==> src/rtl/scatter_map_pkg.sv <==
package scatter_map_pkg;

   typedef enum logic [2:0] {
      WIN_NONE,
      WIN_RAM_A,
      WIN_RAM_B,
      WIN_RAM_C,
      WIN_ROM_P0,
      WIN_ROM_P1A,
      WIN_ROM_P1B,
      WIN_ROM_FIX
   } win_e;

   // CPU-side window bounds
   localparam logic [15:0] RAM_A_LO = 16'h6000;
   localparam logic [15:0] RAM_A_HI = 16'h6BFF;
   localparam logic [15:0] P1A_LO   = 16'h6C00;
   localparam logic [15:0] P1A_HI   = 16'h6FFF;
   localparam logic [15:0] P0_LO    = 16'h7000;
   localparam logic [15:0] P0_HI    = 16'h7FFF;
   localparam logic [15:0] RAM_B_LO = 16'hB800;
   localparam logic [15:0] RAM_B_HI = 16'hBFFF;
   localparam logic [15:0] P1B_LO   = 16'hC000;
   localparam logic [15:0] P1B_HI   = 16'hCBFF;
   localparam logic [15:0] RAM_C_LO = 16'hCC00;
   localparam logic [15:0] RAM_C_HI = 16'hD7FF;
   localparam logic [15:0] FIX_LO   = 16'h8000;

   // selector load ranges
   localparam logic [15:0] SEL0_LO  = 16'h8000;
   localparam logic [15:0] SEL0_HI  = 16'h8FFF;
   localparam logic [15:0] SEL1_LO  = 16'h9000;
   localparam logic [15:0] SEL1_HI  = 16'h9FFF;

   // device-side destinations
   localparam int unsigned RAM_B_DST = 'h0C00;
   localparam int unsigned RAM_C_DST = 'h1400;
   localparam int unsigned P1B_DST   = 'h0400;

endpackage

==> src/rtl/bank_addr_latch.sv <==
module bank_addr_latch #(
   parameter int unsigned          W      = 3,
   parameter int unsigned          CPU_AW = 16,
   parameter logic [CPU_AW-1:0]    LO     = '0,
   parameter logic [CPU_AW-1:0]    HI     = '1
) (
   input  logic              clk,
   input  logic              rst_n,
   input  logic [CPU_AW-1:0] cpu_addr,
   input  logic              cpu_wr,
   output logic [W-1:0]      bank_q
);

   if (W > CPU_AW) begin : g_bad_width
      $error("bank_addr_latch: W exceeds address width");
   end

   logic hit;
   assign hit = cpu_wr && (cpu_addr >= LO) && (cpu_addr <= HI);

   always_ff @(posedge clk or negedge rst_n) begin
      if (!rst_n)   bank_q <= '1;
      else if (hit) bank_q <= cpu_addr[W-1:0];
   end

   // load from the address lines on the write edge
   assert_bank_load_R1_R2: assert property (@(posedge clk) disable iff (!rst_n)
      hit |=> bank_q == $past(cpu_addr[W-1:0]));

   // no load outside the range
   assert_bank_hold_R9: assert property (@(posedge clk) disable iff (!rst_n)
      !hit |=> $stable(bank_q));

endmodule

==> src/rtl/window_decode.sv <==
module window_decode
   import scatter_map_pkg::*;
(
   input  logic [15:0] cpu_addr,
   output win_e        win
);

   function automatic logic in_rng(input logic [15:0] a, input logic [15:0] lo,
                                   input logic [15:0] hi);
      return (a >= lo) && (a <= hi);
   endfunction

   // The RAM and split-page windows take priority over the fixed region
   always_comb begin
      win = WIN_NONE;
      if      (in_rng(cpu_addr, RAM_A_LO, RAM_A_HI)) win = WIN_RAM_A;
      else if (in_rng(cpu_addr, P1A_LO,   P1A_HI))   win = WIN_ROM_P1A;
      else if (in_rng(cpu_addr, P0_LO,    P0_HI))    win = WIN_ROM_P0;
      else if (in_rng(cpu_addr, RAM_B_LO, RAM_B_HI)) win = WIN_RAM_B;
      else if (in_rng(cpu_addr, P1B_LO,   P1B_HI))   win = WIN_ROM_P1B;
      else if (in_rng(cpu_addr, RAM_C_LO, RAM_C_HI)) win = WIN_RAM_C;
      else if (cpu_addr >= FIX_LO)                   win = WIN_ROM_FIX;
   end

endmodule

==> src/rtl/address_former.sv <==
module address_former
   import scatter_map_pkg::*;
#(
   parameter int unsigned ROM_AW     = 17,
   parameter int unsigned RAM_AW     = 13,
   parameter int unsigned PAGE_AW    = 12,
   parameter int unsigned SEL0_W     = 3,
   parameter int unsigned SEL1_W     = 4,
   parameter int unsigned P1_BASE    = 8,
   parameter int unsigned FIXED_BASE = 24,
   parameter bit          ZERO_IDLE  = 1'b1
) (
   input  logic [15:0]       cpu_addr,
   input  logic              cpu_rd,
   input  logic              cpu_wr,
   input  win_e              win,
   input  logic [SEL0_W-1:0] sel0,
   input  logic [SEL1_W-1:0] sel1,
   output logic [ROM_AW-1:0] rom_addr,
   output logic              rom_cs,
   output logic [RAM_AW-1:0] ram_addr,
   output logic              ram_cs,
   output logic              ram_we
);

   localparam int unsigned PG_W    = ROM_AW - PAGE_AW;
   localparam int unsigned FIX_SEL = 3;

   logic                is_ram, is_rom;
   logic [PG_W-1:0]     page;
   logic [PAGE_AW-1:0]  off;
   logic [RAM_AW-1:0]   ram_raw;
   logic [ROM_AW-1:0]   rom_raw;

   assign is_ram = (win == WIN_RAM_A) || (win == WIN_RAM_B) || (win == WIN_RAM_C);
   assign is_rom = (win == WIN_ROM_P0) || (win == WIN_ROM_P1A) ||
                   (win == WIN_ROM_P1B) || (win == WIN_ROM_FIX);

   assign rom_cs = cpu_rd && is_rom;
   assign ram_cs = (cpu_rd || cpu_wr) && is_ram;
   assign ram_we = cpu_wr && is_ram;

   always_comb begin
      case (win)
         WIN_RAM_B: ram_raw = RAM_AW'(cpu_addr - RAM_B_LO) + RAM_AW'(RAM_B_DST);
         WIN_RAM_C: ram_raw = RAM_AW'(cpu_addr - RAM_C_LO) + RAM_AW'(RAM_C_DST);
         default:   ram_raw = RAM_AW'(cpu_addr - RAM_A_LO);
      endcase
   end

   always_comb begin
      case (win)
         WIN_ROM_P0: begin
            page = PG_W'(sel0);
            off  = PAGE_AW'(cpu_addr - P0_LO);
         end
         WIN_ROM_P1A: begin
            page = PG_W'(P1_BASE) + PG_W'(sel1);
            off  = PAGE_AW'(cpu_addr - P1A_LO);
         end
         WIN_ROM_P1B: begin
            page = PG_W'(P1_BASE) + PG_W'(sel1);
            off  = PAGE_AW'(cpu_addr - P1B_LO) + PAGE_AW'(P1B_DST);
         end
         default: begin
            page = PG_W'(FIXED_BASE) + PG_W'(cpu_addr[PAGE_AW +: FIX_SEL]);
            off  = cpu_addr[PAGE_AW-1:0];
         end
      endcase
   end

   assign rom_raw = {page, off};

   if (ZERO_IDLE) begin : g_zero_idle
      assign rom_addr = rom_cs ? rom_raw : '0;
      assign ram_addr = ram_cs ? ram_raw : '0;
   end else begin : g_pass_idle
      assign rom_addr = rom_raw;
      assign ram_addr = ram_raw;
   end

endmodule

==> src/rtl/scatter_bank_mapper.sv <==
module scatter_bank_mapper
   import scatter_map_pkg::*;
#(
   parameter int unsigned CPU_AW     = 16,
   parameter int unsigned ROM_AW     = 17,
   parameter int unsigned RAM_AW     = 13,
   parameter int unsigned PAGE_AW    = 12,
   parameter int unsigned SEL0_W     = 3,
   parameter int unsigned SEL1_W     = 4,
   parameter int unsigned P1_BASE    = 8,
   parameter int unsigned FIXED_BASE = 24,
   parameter bit          ZERO_IDLE  = 1'b1
) (
   input  logic              clk,
   input  logic              rst_n,
   input  logic [15:0]       cpu_addr,
   input  logic              cpu_rd,
   input  logic              cpu_wr,
   output logic [16:0]       rom_addr,
   output logic              rom_cs,
   output logic [12:0]       ram_addr,
   output logic              ram_cs,
   output logic              ram_we
);

   localparam int unsigned PAGES = 1 << (ROM_AW - PAGE_AW);

   if (CPU_AW != 16 || PAGE_AW != 12) begin : g_bad_geometry
      $error("scatter_bank_mapper: windows assume 16-bit CPU and 4 KB pages");
   end
   if (ROM_AW != 17 || RAM_AW != 13) begin : g_bad_ports
      $error("scatter_bank_mapper: port widths fixed at 17/13 bits");
   end
   if (FIXED_BASE + 8 > PAGES || P1_BASE + (1 << SEL1_W) > PAGES ||
       (1 << SEL0_W) > PAGES) begin : g_bad_pages
      $error("scatter_bank_mapper: page numbers exceed ROM size");
   end

   logic [SEL0_W-1:0] sel0;
   logic [SEL1_W-1:0] sel1;
   win_e              win;

   bank_addr_latch #(.W(SEL0_W), .CPU_AW(16), .LO(SEL0_LO), .HI(SEL0_HI)) sel0_i (
      .clk(clk), .rst_n(rst_n), .cpu_addr(cpu_addr), .cpu_wr(cpu_wr), .bank_q(sel0));

   bank_addr_latch #(.W(SEL1_W), .CPU_AW(16), .LO(SEL1_LO), .HI(SEL1_HI)) sel1_i (
      .clk(clk), .rst_n(rst_n), .cpu_addr(cpu_addr), .cpu_wr(cpu_wr), .bank_q(sel1));

   window_decode dec_i (.cpu_addr(cpu_addr), .win(win));

   address_former #(
      .ROM_AW(ROM_AW), .RAM_AW(RAM_AW), .PAGE_AW(PAGE_AW), .SEL0_W(SEL0_W),
      .SEL1_W(SEL1_W), .P1_BASE(P1_BASE), .FIXED_BASE(FIXED_BASE), .ZERO_IDLE(ZERO_IDLE)
   ) form_i (
      .cpu_addr(cpu_addr), .cpu_rd(cpu_rd), .cpu_wr(cpu_wr), .win(win),
      .sel0(sel0), .sel1(sel1), .rom_addr(rom_addr), .rom_cs(rom_cs),
      .ram_addr(ram_addr), .ram_cs(ram_cs), .ram_we(ram_we));

   assert_cs_exclusive_R10: assert property (@(posedge clk) disable iff (!rst_n)
      !(rom_cs && ram_cs));

   assert_idle_R10: assert property (@(posedge clk) disable iff (!rst_n)
      !(cpu_rd || cpu_wr) |-> !rom_cs && !ram_cs);

   assert_rom_readonly_R9: assert property (@(posedge clk) disable iff (!rst_n)
      rom_cs |-> cpu_rd && !cpu_wr);

   assert_low_space_R9: assert property (@(posedge clk) disable iff (!rst_n)
      (cpu_addr < 16'h6000) |-> !rom_cs && !ram_cs);

   assert_we_in_ram_R5: assert property (@(posedge clk) disable iff (!rst_n)
      ram_we |-> ram_cs && cpu_wr);

   assert_fixed_top_R4: assert property (@(posedge clk) disable iff (!rst_n)
      (cpu_rd && cpu_addr >= 16'hE000) |-> rom_cs && rom_addr[16:15] == 2'b11);

endmodule

==> config.mk <==
export PLATFORM = sky130hd
export DESIGN_NAME = scatter_bank_mapper
export DESIGN_NICKNAME = d
export VERILOG_FILES = /design/src/rtl/scatter_map_pkg.sv /design/src/rtl/bank_addr_latch.sv /design/src/rtl/window_decode.sv /design/src/rtl/address_former.sv /design/src/rtl/scatter_bank_mapper.sv
export SDC_FILE = /design/constraint.sdc
export NUM_CORES = 1
export LEC_CHECK = 0
export CORE_UTILIZATION = 30
export CTS_BUF_LIST = sky130_fd_sc_hd__clkbuf_16
export DETAILED_ROUTE_END_ITERATION = 10
export SYNTH_ARGS = -nofsm -noshare
export SYNTH_HDL_FRONTEND = slang
export SYNTH_SLANG_ARGS = --single-unit
==> constraint.sdc <==
create_clock -name clk -period 3.9 [get_ports clk]
set_input_delay 0.585 -clock clk [delete_from_list [all_inputs] [get_ports clk]]
set_output_delay 0.585 -clock clk [all_outputs]
set_load 0.01 [all_outputs]
==> impl_metrics.sql, run 1 <==
INSERT INTO impl_metrics (metric_group, metric, value, unit) VALUES
('sta', 'final_critical_path_setup_slack', '121', 'ps'),
('global_routing', 'initial_antenna_violation_count', '0', ''),
('synth', 'synth_cells', '135', ''),
('final_layout', 'fillerInstances', '315', ''),
('global_routing', 'grt_pass1_vias', '1432', ''),
('die', 'core.rowCount', '21', ''),
('job', 'drv.max_cap_violation_count', '0', ''),
('sta', 'total_negative_setup_slacks', '0', 'ps'),
('critical_path', 'worst-path-max-fanout', '3', ''),
('die', 'die_area', '3820', 'sq um'),
('clock_tree', 'cts-buffers-inserted', '3', ''),
('critical_path', 'cp-end-kind', 'output port', ''),
('detailed_routing', 'drt_pass1_iterations', '4', ''),
('detailed_routing', 'vias', '1430', ''),
('clock_tree', 'ctsHtreeMaxLevel', '1', ''),
('final_layout', 'diodes', '0', ''),
('final_layout', 'post_layout_nonfiller_instances', '272', ''),
('synth', 'syn_avg_cell_area', '7.95', 'sq um'),
('critical_path', 'critical-path-top-cell-by-count', 'sky130_fd_sc_hd__a211oi_2', ''),
('power', 'p_leak', '1.17', 'nW'),
('synth', 'synth_async_sr_flop_share', '100', '%'),
('min_path', 'hold_path_startpoint', 'sel0_i.bank_q[2]', ''),
('sta', 'fin_skew', '0', 'ps'),
('synth', 'synth_enable_flop_cells', '0', ''),
('place', 'hpwl', '3400', 'microns'),
('critical_path', 'cp_cell_sequence', 'clkdlybuf4s50_1 -> or4b_1 -> nor4_4 -> buf_4 -> a211oi_2 -> or4_1 -> a211o_1 -> a211oi_2 -> buf_2', ''),
('synth', 'post_synth_num_cell_types', '44', ''),
('sta', 'rsz0062_at_grt', 'false', ''),
('sta', 'timing.final.max_slew_violations', '0', ''),
('synth', 'number_of_warning_messages_in_the_yosys_log', '0', ''),
('critical_path', 'timing.critical_path.slowest_stage_cell', 'sky130_fd_sc_hd__or4b_1', ''),
('clock_tree', 'ctsLongestPathBuffers', '2', ''),
('min_path', 'whs_endpoint', 'sel0_i.bank_q[2]', ''),
('place', 'preCtsSetupSlack', '-311', 'ps'),
('final_layout', 'multiInputGateArea', '868', 'sq um'),
('place', 'finalWeightedCongestion', '0.905', ''),
('critical_path', 'reg2reg_to', 'sel1_i.bank_q[3]', ''),
('sta', 'maxClockFrequency', '0.265', 'GHz'),
('power', 'pwr_per_cell_area', '237', 'nW/um^2'),
('clock_tree', 'worst_skew_pair.late_latency', '230', 'ps'),
('synth', 'netlist_area', '1070', 'sq um'),
('die', 'fp.dieH', '61.8', 'microns'),
('clock_tree', 'postCtsHoldBufs', '0', ''),
('synth', 'synth_seq_area_share', '17.1', '%'),
('clock_tree', 'path_clk_slew', '40', 'ps'),
('sta', 'worst_slew_margin_rel', '60.9', '%'),
('synth', 'synth_seq_cells', '7', ''),
('final_layout', 'drive_gt1_share', '31.9', '%'),
('critical_path', 'rr_worst_depth', '1', ''),
('die', 'initial_core_util', '31.7', '%'),
('final_layout', 'ff_latch_area', '184', 'sq um'),
('sta', 'tightest_slew', '583', 'ps'),
('synth', 'synthesis.nets', '161', ''),
('clock_tree', 'clock-sinks', '7', ''),
('sta', 'final_period_minus_worst_setup_slack', '3780', 'ps'),
('critical_path', 'worst-endpoint-arrival', '3190', 'ps'),
('place', 'placement.io_buffers', '52', ''),
('die', 'core-area', '3390', 'sq um'),
('die', 'dieWidth', '61.8', 'microns'),
('global_routing', 'grt_max_degree', '23', ''),
('status', 'status', 'finished clean', ''),
('critical_path', 'worst-endpoint-required', '3310', 'ps'),
('final_layout', 'area_delta_synth_final', '93.4', '%'),
('global_routing', 'grt.total_usage', '23.6', '%'),
('final_layout', 'num-nets-final', '253', ''),
('detailed_routing', 'detail_route.vias_per_cell', '5.26', ''),
('min_path', 'timing.hold.worst.class', 'flip-flop to flip-flop', ''),
('critical_path', 'cpPeakStageDelay', '610', 'ps'),
('detailed_routing', 'route.detailed.drc', '0', ''),
('critical_path', 'start_kind', 'input port', ''),
('global_routing', 'grt.overflow.total', '0', '');
-- cells in the final DEF (no fill, tap or decap), types with 3 or more instances in the layout --
master,n
sky130_fd_sc_hd__buf_4,41
sky130_fd_sc_hd__clkdlybuf4s50_1,18
sky130_fd_sc_hd__dlymetal6s2s_1,17
sky130_fd_sc_hd__dlygate4sd2_1,14
sky130_fd_sc_hd__nor3b_1,10
sky130_fd_sc_hd__nor2_1,9
sky130_fd_sc_hd__and3_1,9
sky130_fd_sc_hd__o21ai_0,9
sky130_fd_sc_hd__nand2_1,8
sky130_fd_sc_hd__mux2_2,7
sky130_fd_sc_hd__dfstp_2,7
sky130_fd_sc_hd__inv_1,6
sky130_fd_sc_hd__ha_1,6
sky130_fd_sc_hd__nor3_1,5
sky130_fd_sc_hd__nand3_1,5
sky130_fd_sc_hd__nand2b_1,3
sky130_fd_sc_hd__o31ai_1,3
sky130_fd_sc_hd__nand3b_1,3
sky130_fd_sc_hd__clkbuf_16,3
-- what timing repair did --
action / 4_1_cts / 5_1_grt
setup buffers: 3 / 1
pin swaps: 1 / 2
setup endpoints to repair: 33 / 21
resized for setup: 22 / 21
-- worst max-delay path: cells and delay by family --
kind                   cells  cell delay (ps)
buffers and inverters      3              780
AO/OA/AOI/OAI              3              560
AND/OR/NAND/NOR            3             1270
-- power breakdown --
part	leakage, nW	internal [mW]	switching [mW]	total (mW)
Sequential	0.0734	0.102	0.0105	0.113
Combinational	1.06	0.113	0.0962	0.209
Clock	0.0423	0.133	0.0368	0.170
-- sequential cells by signal (all words and copies together) (netlist names) --
register       count
sel1_i.bank_q      4
sel0_i.bank_q      3
-- per-stage QoR --
| stage | hold slack (ps) | cell area [sq um] |
|---|---|---|
| floorplan | 437 | 1070 |
| global placement | 609 | 1920 |
| detailed placement | 615 | 1920 |
| CTS | 626 | 2020 |
| global route | 635 | 2080 |
| finish | 625 | 2080 |
-- Yosys cell counts (all sizes together), types with 2 or more instances --
library cell | n | area, sq um
dfstp | 7 | 184
xnor2 | 2 | 17.5
nand3b | 3 | 22.5
nor3b | 10 | 75.1
o21ai | 9 | 45.0
and3 | 10 | 63.8
a21oi | 3 | 15.0
o22ai | 2 | 12.5
nor4 | 2 | 27.5
mux2 | 7 | 78.8
clkbuf | 6 | 22.5
nand2 | 8 | 30.0
nand3 | 5 | 25.0
ha | 6 | 75.1
nand4 | 2 | 12.5
nand2b | 3 | 18.8
nor3 | 5 | 25.0
a211oi | 4 | 40.0
or4 | 4 | 37.5
o31ai | 4 | 35.0
a31oi | 2 | 12.5
nor2 | 9 | 33.8
inv | 5 | 18.8
o21a | 2 | 15.0
-- per-layer routing --
metal	share of wire [%]	routed length, microns	vias to the layer above	track usage (%)
li1	-	-	699	-
met1	44	1850	692	30.4
met2	53	2220	34	42.7
met3	2.7	116	5	1.24
met4	0.85	36	0	6.35
met5	0	0	-	0
-- layout make-up --
class	count	area share (%)
inverter	5	0.904
clock inverter	1	0.181
sequential	7	8.86
clock buffer	3	3.62
multi-input combinational	116	41.8
timing repair buffer	94	41.8
tap	46	2.77
-- how the worst max path moves through the flow --
stage	end	slack, ps	cells past startpoint
2_1_floorplan	ram_addr[12]	740	6
3_3_place_gp	ram_addr[12]	-210	8
3_5_place_dp	ram_addr[12]	-310	8
4_1_cts	rom_addr[4]	5	10
5_1_grt	ram_addr[5]	6	10
6_report	ram_addr[12]	120	9
-- logic make-up (layout without fill, tap and decap cells) --
kind of cell | count (synthesis) | after routing | synth area share, %
flip-flops | 7 | 7 | 17.1
XOR/XNOR | 2 | 2 | 1.63
adder cells (fa/ha/maj) | 6 | 6 | 6.99
AND/OR/NAND/NOR | 67 | 67 | 39.5
multiplexers | 7 | 7 | 7.34
buffers and inverters | 12 | 103 | 4.31
AO/OA/AOI/OAI | 34 | 34 | 23.1
(Power assumes the default switching activity.)
==> run 2, diff against run 1 <==
--- a/config.mk
+++ b/config.mk
@@ -8,6 +8,7 @@
 export CORE_UTILIZATION = 30
 export CTS_BUF_LIST = sky130_fd_sc_hd__clkbuf_16
 export DETAILED_ROUTE_END_ITERATION = 10
+export SKIP_CTS_REPAIR_TIMING = 1
 export SYNTH_ARGS = -nofsm -noshare
 export SYNTH_HDL_FRONTEND = slang
 export SYNTH_SLANG_ARGS = --single-unit
==> impl_metrics.sql, run 2 (synthesized netlist as in run 1, its figures left out) <==
INSERT INTO impl_metrics (metric_group, metric, value, unit) VALUES
('status', 'status', 'finished clean', ''),
('clock_tree', 'ctsHtreeMaxLevel', '1', ''),
('place', 'finalWeightedCongestion', '0.905', ''),
('die', 'io-pin-count', '53', ''),
('sta', 'finalSetupViolCount', '0', ''),
('sta', 'maxClockFrequency', '0.266', 'GHz'),
('sta', 'tightest_slew', '584', 'ps'),
('clock_tree', 'tritoncts', 'yes', ''),
('detailed_routing', 'route.detailed.drc', '0', ''),
('final_layout', 'registers.top_by_ff_count', 'sel1_i.bank_q', ''),
('critical_path', 'cp-end-kind', 'output port', ''),
('global_routing', 'grt_pass1_vias', '1403', ''),
('die', 'initial_core_util', '31.7', '%'),
('place', 'place_inst', '264', ''),
('clock_tree', 'clockRootBuffer', 'sky130_fd_sc_hd__clkbuf_16', ''),
('detailed_routing', 'drtAntennaViolNets', '0', ''),
('sta', 'timing.final.max_slew_violations', '0', ''),
('job', 'drv.max_cap_violation_count', '0', ''),
('critical_path', 'worst-endpoint-arrival', '3170', 'ps'),
('final_layout', 'layout.cells.most_common', 'sky130_fd_sc_hd__buf_4', ''),
('final_layout', 'largest_reg_flops', '4', ''),
('final_layout', 'final_cell_mix', 'sky130_fd_sc_hd__buf_4 (39), sky130_fd_sc_hd__dlymetal6s2s_1 (34), sky130_fd_sc_hd__clkdlybuf4s50_1 (18), sky130_fd_sc_hd__nor3b_1 (10)', ''),
('die', 'core-area', '3390', 'sq um'),
('sta', 'worst_slew_margin_rel', '60.8', '%'),
('die', 'fp.dieH', '61.8', 'microns'),
('place', 'detailed_place.area', '1920', 'sq um'),
('sta', 'fin_skew', '0', 'ps'),
('final_layout', 'fillerInstances', '297', ''),
('detailed_routing', 'vias', '1396', ''),
('power', 'clock_power_share', '34.3', '%'),
('critical_path', 'worst-path-max-fanout', '3', ''),
('detailed_routing', 'drt_pass1_iterations', '4', ''),
('place', 'hpwl', '3400', 'microns'),
('power', 'power.share.combinational', '42.8', '%'),
('final_layout', 'layout.cell_area.non_filler', '2120', 'sq um'),
('place', 'placement.io_buffers', '52', ''),
('power', 'irDropWorstVdd', '0.294', 'mV'),
('global_routing', 'initial_antenna_violation_count', '0', ''),
('final_layout', 'diodes', '0', ''),
('detailed_routing', 'drt-wirelength-per-cell', '15.8', 'microns'),
('final_layout', 'multiInputGateArea', '862', 'sq um'),
('global_routing', 'grt_max_degree', '23', ''),
('clock_tree', 'cts-buffers-inserted', '3', ''),
('final_layout', 'num-nets-final', '251', ''),
('detailed_routing', 'initialDrtViolationCount', '61', ''),
('final_layout', 'area_delta_synth_final', '97.4', '%'),
('critical_path', 'worst-endpoint-required', '3310', 'ps'),
('power', 'p_sw_share', '29.0', '%'),
('global_routing', 'grt.total_usage', '23.0', '%'),
('global_routing', 'grt.overflow.total', '0', ''),
('sta', 'final_min_period_over_clock_period', '96.4', '%'),
('clock_tree', 'path_clk_slew', '30', 'ps'),
('detailed_routing', 'drt-total-wl', '4260', 'microns'),
('clock_tree', 'clock-sinks', '7', ''),
('sta', 'final_period_minus_worst_setup_slack', '3760', 'ps'),
('power', 'internal_power', '0.351', 'mW'),
('min_path', 'timing.hold.worst.class', 'flip-flop to flip-flop', ''),
('critical_path', 'start_kind', 'input port', ''),
('global_routing', 'global_route_wire_length_before_repair', '6550', 'microns'),
('die', 'dieWidth', '61.8', 'microns'),
('final_layout', 'ff_latch_area', '184', 'sq um'),
('die', 'die_area', '3820', 'sq um'),
('critical_path', 'setup.worst_path.class', 'input port to output port', ''),
('detailed_routing', 'detail_route.vias_per_cell', '5.17', ''),
('power', 'pwr_per_cell_area', '233', 'nW/um^2'),
('clock_tree', 'worst_skew_pair.late_latency', '230', 'ps'),
('die', 'core.rowCount', '21', ''),
('final_layout', 'biggestRegsByFlops', 'sel1_i.bank_q: 4 flops, sel0_i.bank_q: 3 flops', ''),
('clock_tree', 'ctsLongestPathBuffers', '2', ''),
('power', 'power.net_switching', '0.143', 'mW'),
('sta', 'rsz0062_at_grt', 'false', ''),
('power', 'p_leak', '1.38', 'nW'),
('final_layout', 'post_layout_nonfiller_instances', '270', ''),
('sta', 'hold_viol_final', '0', ''),
('power', 'p_seq_share', '22.9', '%'),
('final_layout', 'drive_gt1_share', '30.4', '%');
[run 2: critical path, cell delays in order]
cell                              delay [ps]
sky130_fd_sc_hd__clkdlybuf4s50_1         440
sky130_fd_sc_hd__or4_4                   590
sky130_fd_sc_hd__nor4_4                  360
sky130_fd_sc_hd__a211oi_2                 80
sky130_fd_sc_hd__or4_1                   410
sky130_fd_sc_hd__a211o_1                 320
sky130_fd_sc_hd__a211oi_2                200
sky130_fd_sc_hd__dlymetal6s2s_1          180
[run 2: final cells by class]
type / instances / area share (%)
Tap cell: 46 / 2.72
Inverter: 5 / 0.885
Sequential cell: 7 / 8.68
Clock buffer: 3 / 3.54
Timing Repair Buffer: 92 / 43.3
Multi-Input combinational cell: 116 / 40.7
Clock inverter: 1 / 0.177
[run 2: power by group through the flow]
stage	Clock [mW]	Sequential [mW]	Combinational, mW
floorplan	0	0.108	0.0920
global placement	0	0.110	0.209
detailed placement	0	0.113	0.213
CTS	0.172	0.112	0.215
global route	0.180	0.114	0.229
finish	0.170	0.113	0.212
[run 2: final timing paths]
path                                        from               end  slack, ps  cells after the start
worst max-delay path                 cpu_addr[3]      ram_addr[12]        140                      8
worst min-delay path            sel0_i.bank_q[2]  sel0_i.bank_q[2]        630                      1
worst max register to register  sel1_i.bank_q[3]  sel1_i.bank_q[3]       3160                      1
worst min register to register  sel0_i.bank_q[2]  sel0_i.bank_q[2]        630                      1
max in group asynchronous                  rst_n  sel1_i.bank_q[0]       3010                      1
min in group asynchronous                  rst_n  sel0_i.bank_q[2]        870                      1
[run 2: through the flow]
stage / power (mW) / worst slack (ps) / util (%) / setup TNS [ps] / hold slack (ps)
5_1_grt: 0.523 / 33.8 / 62.5 / 0 / 635
3_3_place_gp: 0.320 / -205 / 56.7 / -1840 / 609
2_1_floorplan: 0.200 / 738 / - / 0 / 437
4_1_cts: 0.499 / -321 / 59.0 / -4170 / 626
6_report: 0.494 / 141 / 62.5 / 0 / 625
3_5_place_dp: 0.326 / -311 / 56.7 / -3970 / 615
[run 2: routing by layer]
| layer | track usage [%] | up-vias | wire, microns |
|---|---|---|---|
| met2 | 40.4 | 32 | 2210 |
| met3 | 1.66 | 3 | 114 |
| met4 | 6.67 | 0 | 32 |
| met5 | 0 | - | 0 |
| li1 | - | 694 | - |
| met1 | 30.3 | 667 | 1900 |
